### src/rtl/dbg_seq_pkg.sv
package dbg_seq_pkg;

  // Stage update rule: a full tracker only leaves on completion,
  // otherwise an accepted message adds one.
  function automatic int unsigned step_stage(int unsigned cur, int unsigned full,
                                             logic adv, logic clr);
    if (cur == full) return clr ? 0 : full;
    return adv ? cur + 1 : cur;
  endfunction

  // True when the accepted message is the last of the order.
  function automatic logic is_last_step(int unsigned cur, int unsigned full, logic adv);
    return adv && (cur + 1 == full);
  endfunction

endpackage

### src/rtl/dbg_seq_qualify.sv
module dbg_seq_qualify #(
  parameter int NUM_MSGS = 3,
  localparam int STAGE_W = $clog2(NUM_MSGS + 1)
) (
  input  logic [STAGE_W-1:0]  stage_i,
  input  logic [NUM_MSGS-1:0] msg_i,
  input  logic                done_i,
  output logic                adv_o,
  output logic                clr_o
);
  localparam logic [STAGE_W-1:0] FULL = STAGE_W'(NUM_MSGS);

  logic [NUM_MSGS-1:0] hit;

  // Only the message whose index equals the current stage is accepted.
  for (genvar k = 0; k < NUM_MSGS; k++) begin : g_sel
    assign hit[k] = msg_i[k] && (stage_i == STAGE_W'(k));
  end

  assign adv_o = |hit;
  assign clr_o = done_i && (stage_i == FULL);
endmodule

### src/rtl/dbg_seq_stage_reg.sv
module dbg_seq_stage_reg
  import dbg_seq_pkg::*;
#(
  parameter int NUM_MSGS = 3,
  localparam int STAGE_W = $clog2(NUM_MSGS + 1)
) (
  input  logic               clk_i,
  input  logic               rst_i,
  input  logic               adv_i,
  input  logic               clr_i,
  output logic [STAGE_W-1:0] stage_o
);
  logic [STAGE_W-1:0] stage_q;
  logic [STAGE_W-1:0] stage_d;

  always_comb begin
    stage_d = STAGE_W'(step_stage(int'(stage_q), NUM_MSGS, adv_i, clr_i));
  end

  always_ff @(posedge clk_i) begin
    if (rst_i) stage_q <= '0;
    else       stage_q <= stage_d;
  end

  assign stage_o = stage_q;
endmodule

### src/rtl/dbg_seq_req_reg.sv
module dbg_seq_req_reg (
  input  logic clk_i,
  input  logic rst_i,
  input  logic set_i,
  input  logic clr_i,
  output logic req_o
);
  logic req_q;

  always_ff @(posedge clk_i) begin
    if (rst_i)      req_q <= 1'b0;
    else if (clr_i) req_q <= 1'b0;
    else if (set_i) req_q <= 1'b1;
  end

  assign req_o = req_q;
endmodule

### src/rtl/dbg_seq_tracker.sv
module dbg_seq_tracker
  import dbg_seq_pkg::*;
#(
  parameter int NUM_MSGS = 3,
  localparam int STAGE_W = $clog2(NUM_MSGS + 1)
) (
  input  logic                clk_i,
  input  logic                rst_i,
  input  logic [NUM_MSGS-1:0] msg_i,
  input  logic                dma_done_i,
  output logic [STAGE_W-1:0]  stage_o,
  output logic                dma_req_o
);
  // Named internal events, visible to the bound checker.
  logic               adv_evt;
  logic               clr_evt;
  logic               fill_evt;
  logic [STAGE_W-1:0] stage_w;

  dbg_seq_qualify #(.NUM_MSGS(NUM_MSGS)) u_qual (
    .stage_i (stage_w),
    .msg_i   (msg_i),
    .done_i  (dma_done_i),
    .adv_o   (adv_evt),
    .clr_o   (clr_evt)
  );

  dbg_seq_stage_reg #(.NUM_MSGS(NUM_MSGS)) u_stage (
    .clk_i   (clk_i),
    .rst_i   (rst_i),
    .adv_i   (adv_evt),
    .clr_i   (clr_evt),
    .stage_o (stage_w)
  );

  assign fill_evt = is_last_step(int'(stage_w), NUM_MSGS, adv_evt);

  dbg_seq_req_reg u_req (
    .clk_i (clk_i),
    .rst_i (rst_i),
    .set_i (fill_evt),
    .clr_i (clr_evt),
    .req_o (dma_req_o)
  );

  assign stage_o = stage_w;
endmodule

### config.mk
export PLATFORM = sky130hd
export DESIGN_NAME = dbg_seq_tracker
export DESIGN_NICKNAME = d
export VERILOG_FILES = /design/src/rtl/dbg_seq_pkg.sv /design/src/rtl/dbg_seq_qualify.sv /design/src/rtl/dbg_seq_stage_reg.sv /design/src/rtl/dbg_seq_req_reg.sv /design/src/rtl/dbg_seq_tracker.sv
export SDC_FILE = /design/constraint.sdc
export NUM_CORES = 1
export LEC_CHECK = 0
export BUFFER_PORTS_ARGS = -buffer_cell sky130_fd_sc_hd__buf_2
export CORE_AREA = 2 2 39 41
export CTS_CLUSTER_DIAMETER = 80
export CTS_CLUSTER_SIZE = 16
export DETAILED_ROUTE_END_ITERATION = 16
export DIE_AREA = 0 0 41 43
export PLACE_DENSITY = 0.44
export RECOVER_POWER = 100
export SLEW_MARGIN = 20
export SYNTH_ARGS = -nofsm -noshare
export SYNTH_HDL_FRONTEND = slang
export SYNTH_SLANG_ARGS = --single-unit
### constraint.sdc
create_clock -name clk_i -period 2.32 [get_ports clk_i]
set_input_delay 0.348 -clock clk_i [delete_from_list [all_inputs] [get_ports clk_i]]
set_output_delay 0.348 -clock clk_i [all_outputs]
set_load 0.05 [all_outputs]
==> flow_summary.yaml <==
finish:
  drive_gt1_share_pct: 28.1
  final_nets: 43
  syn_to_final_growth_pct: 42.9
  antenna_cells: 0
  fin_util_pct: 19.9
  design_area_sq_um: 275
global_routing:
  grt_pass1_wl_um: 655
  grt_max_degree: 7
  grt_pass1_vias: 162
  track_usage_pct: 5.91
  grt_remaining_overflow: 0
  antenna_found_initial: 0
die:
  coreArea_sq_um: 1380
  rows: 14
  die_area_sq_um: 1760
  io_pins: 9
  die_width_um: 41
  start_util_pct: 13.9
  die_h_um: 43
clock_tree:
  cts_root_buf: "clkbuf_4"
  numCtsBuffers: 3
  ctsResizeCount: 0
  htreeDepth: 1
  clock_path_buffers: 2
  cts.sinks: 3
  tritoncts: "yes"
  clk_pin_slew_worst_paths_ps: 30
  clk_latency_ps: 220
  cts-hold-fix-buffers: 0
  cts_setup_buffers: 0
drt:
  remaining_drc_errors: 0
  ant_nets: 0
  vias_per_cell: 3.75
  wl_per_cell_um: 8.63
  vias: 180
  first_pass_iters: 4
  wl_um: 414
  drt_iter0_drc: 4
placement:
  io_buffers: 8
  hpwl_um: 334
  place_congestion: 0.657
  dpl_cell_area_sq_um: 253
status:
  outcome: "completed"
synth:
  ys_seq_elements: 3
  synth_area_per_cell_sq_um: 9.63
  synth_ff_type: "dfxtp_1"
  synth_top_area_cell: "dfxtp_1"
  synthCells: 20
  syn-cell-area_sq_um: 193
  syn_nets: 30
  synth.area.top_cells: "dfxtp_1 31%, ha_1 26%, inv_1 7.8%"
  ys_seq_area_share_pct: 31.2
  synth_top_area_share_pct: 31.2
  synth_warnings: 0
  synth_cell_types: 12
  synth_edf_count: 0
  synthTopCellsByCount: "4 x ha_1, 4 x inv_1, 3 x dfxtp_1"
  async_flop_share_pct: 0
timing:
  timing.final.crit_share_pct: 76.5
  hold_violations: 0
  finClkSkew_ps: 0.885
  max_slew_margin_pct: 58.4
  tightest_slew_ps: 623
  setup_viol: 0
  slew_violations: 0
  max_freq_ghz: 0.563
  totalNegativeSetupSlack_ps: 0
  period_needed_ps: 1780
  rsz0062_at_grt: "no"
critical_path:
  setup.worst_path.class: "flip-flop to flip-flop"
  start_kind: "flip-flop"
  cp.arrival_ps: 1850
  crit_path_max_fanout: 6
  reg2reg_depth: 5
  timing.rr.end: "u_stage.stage_o[0]"
  regToRegStartpoint: "u_stage.stage_o[0]"
  crit_start: "u_stage.stage_o[0]"
  regToRegSetupSlack_ps: 540
  crit_path_end_kind: "flip-flop"
  critPathCapture: "u_stage.stage_o[0]"
  required_ps: 2400
job:
  maxCapViolations: 0
power_and_ir_drop:
  max-vdd-ir-drop_mv: 0.460
  p_leak_nw: 0.126
  p_per_area_nw_per_um2: 1200
worst_hold_path:
  hold_path_depth: 2
  hp-class: "input port to flip-flop"
[flip-flops by register name, summed over array words and instances, names as in the netlist]
name	cells
u_req.req_o	1
u_stage.stage_o	2
[worst min-delay path by stage]
stage / start / slack [ps] / to
global placement: u_req.req_o / 450 / u_req.req_o
detailed placement: u_req.req_o / 450 / u_req.req_o
floorplan: dma_done_i / 460 / u_stage.stage_o[0]
CTS: dma_done_i / 360 / u_stage.stage_o[0]
finish: dma_done_i / 390 / u_stage.stage_o[0]
global route: dma_done_i / 390 / u_stage.stage_o[0]
[logic make-up (layout without fill, tap and decap cells)]
group / count (synthesis) / after routing / share of synthesized area, %
buffers and inverters: 4 / 16 / 7.79
adder cells (fa/ha/maj): 4 / 4 / 26.0
AO/OA/AOI/OAI: 5 / 5 / 22.1
AND/OR/NAND/NOR: 4 / 4 / 13.0
flip-flops: 3 / 3 / 31.2
[cells in the final DEF (no fill, tap or decap), drive strengths merged]
cell	Yosys	layout
inv	4	4
a222oi	1	1
o311ai	1	1
clkbuf	0	7
buf	0	5
nor2b	1	1
dfxtp	3	3
ha	4	4
or4	1	1
nand4	1	1
o311a	1	1
o21a	1	1
a21oi	1	1
nand3	1	1
[area by class of cell]
| cell class | count | area [sq um] |
|---|---|---|
| Inverter | 4 | 15.0 |
| Multi-Input combinational cell | 13 | 118 |
| Clock buffer | 4 | 26.3 |
| Sequential cell | 3 | 60.1 |
| Fill cell | 157 | 1110 |
| Timing Repair Buffer | 8 | 36.3 |
| Tap cell | 16 | 20.0 |
[power by group]
group / total [mW] / internal, mW / switching [mW] / leakage [nW]
Combinational: 0.154 / 0.0473 / 0.107 / 0.0862
Clock: 0.0873 / 0.0642 / 0.0231 / 0.0150
Sequential: 0.0878 / 0.0691 / 0.0187 / 0.0247
Total: 0.329 / 0.181 / 0.149 / 0.126
[worst max-delay path, cell delays in order, from the launching register on]
cell      delay [ps]
dfxtp_1          420
inv_1             90
ha_1             220
a222oi_1         580
or4_1            200
o311ai_0         130
[metrics by stage]
stage                     instances  worst slack (ps)  hold WS [ps]  power [mW]
final                            48               545           395       0.329
after global routing             48               359           386       0.364
after CTS                        48               574           358       0.341
after detailed placement         44               592           452       0.249
after global placement           44               557           451       0.251
after floorplan                  20               427           464       0.211
[routing by layer]
layer  global-route usage, %  part of all wire (%)
met4                    2.00                     0
met5                       0                     0
met2                    5.31                    31
met3                    6.28                    14
met1                    8.63                    55
No activity file was read; power rests on OpenSTA's default activity.
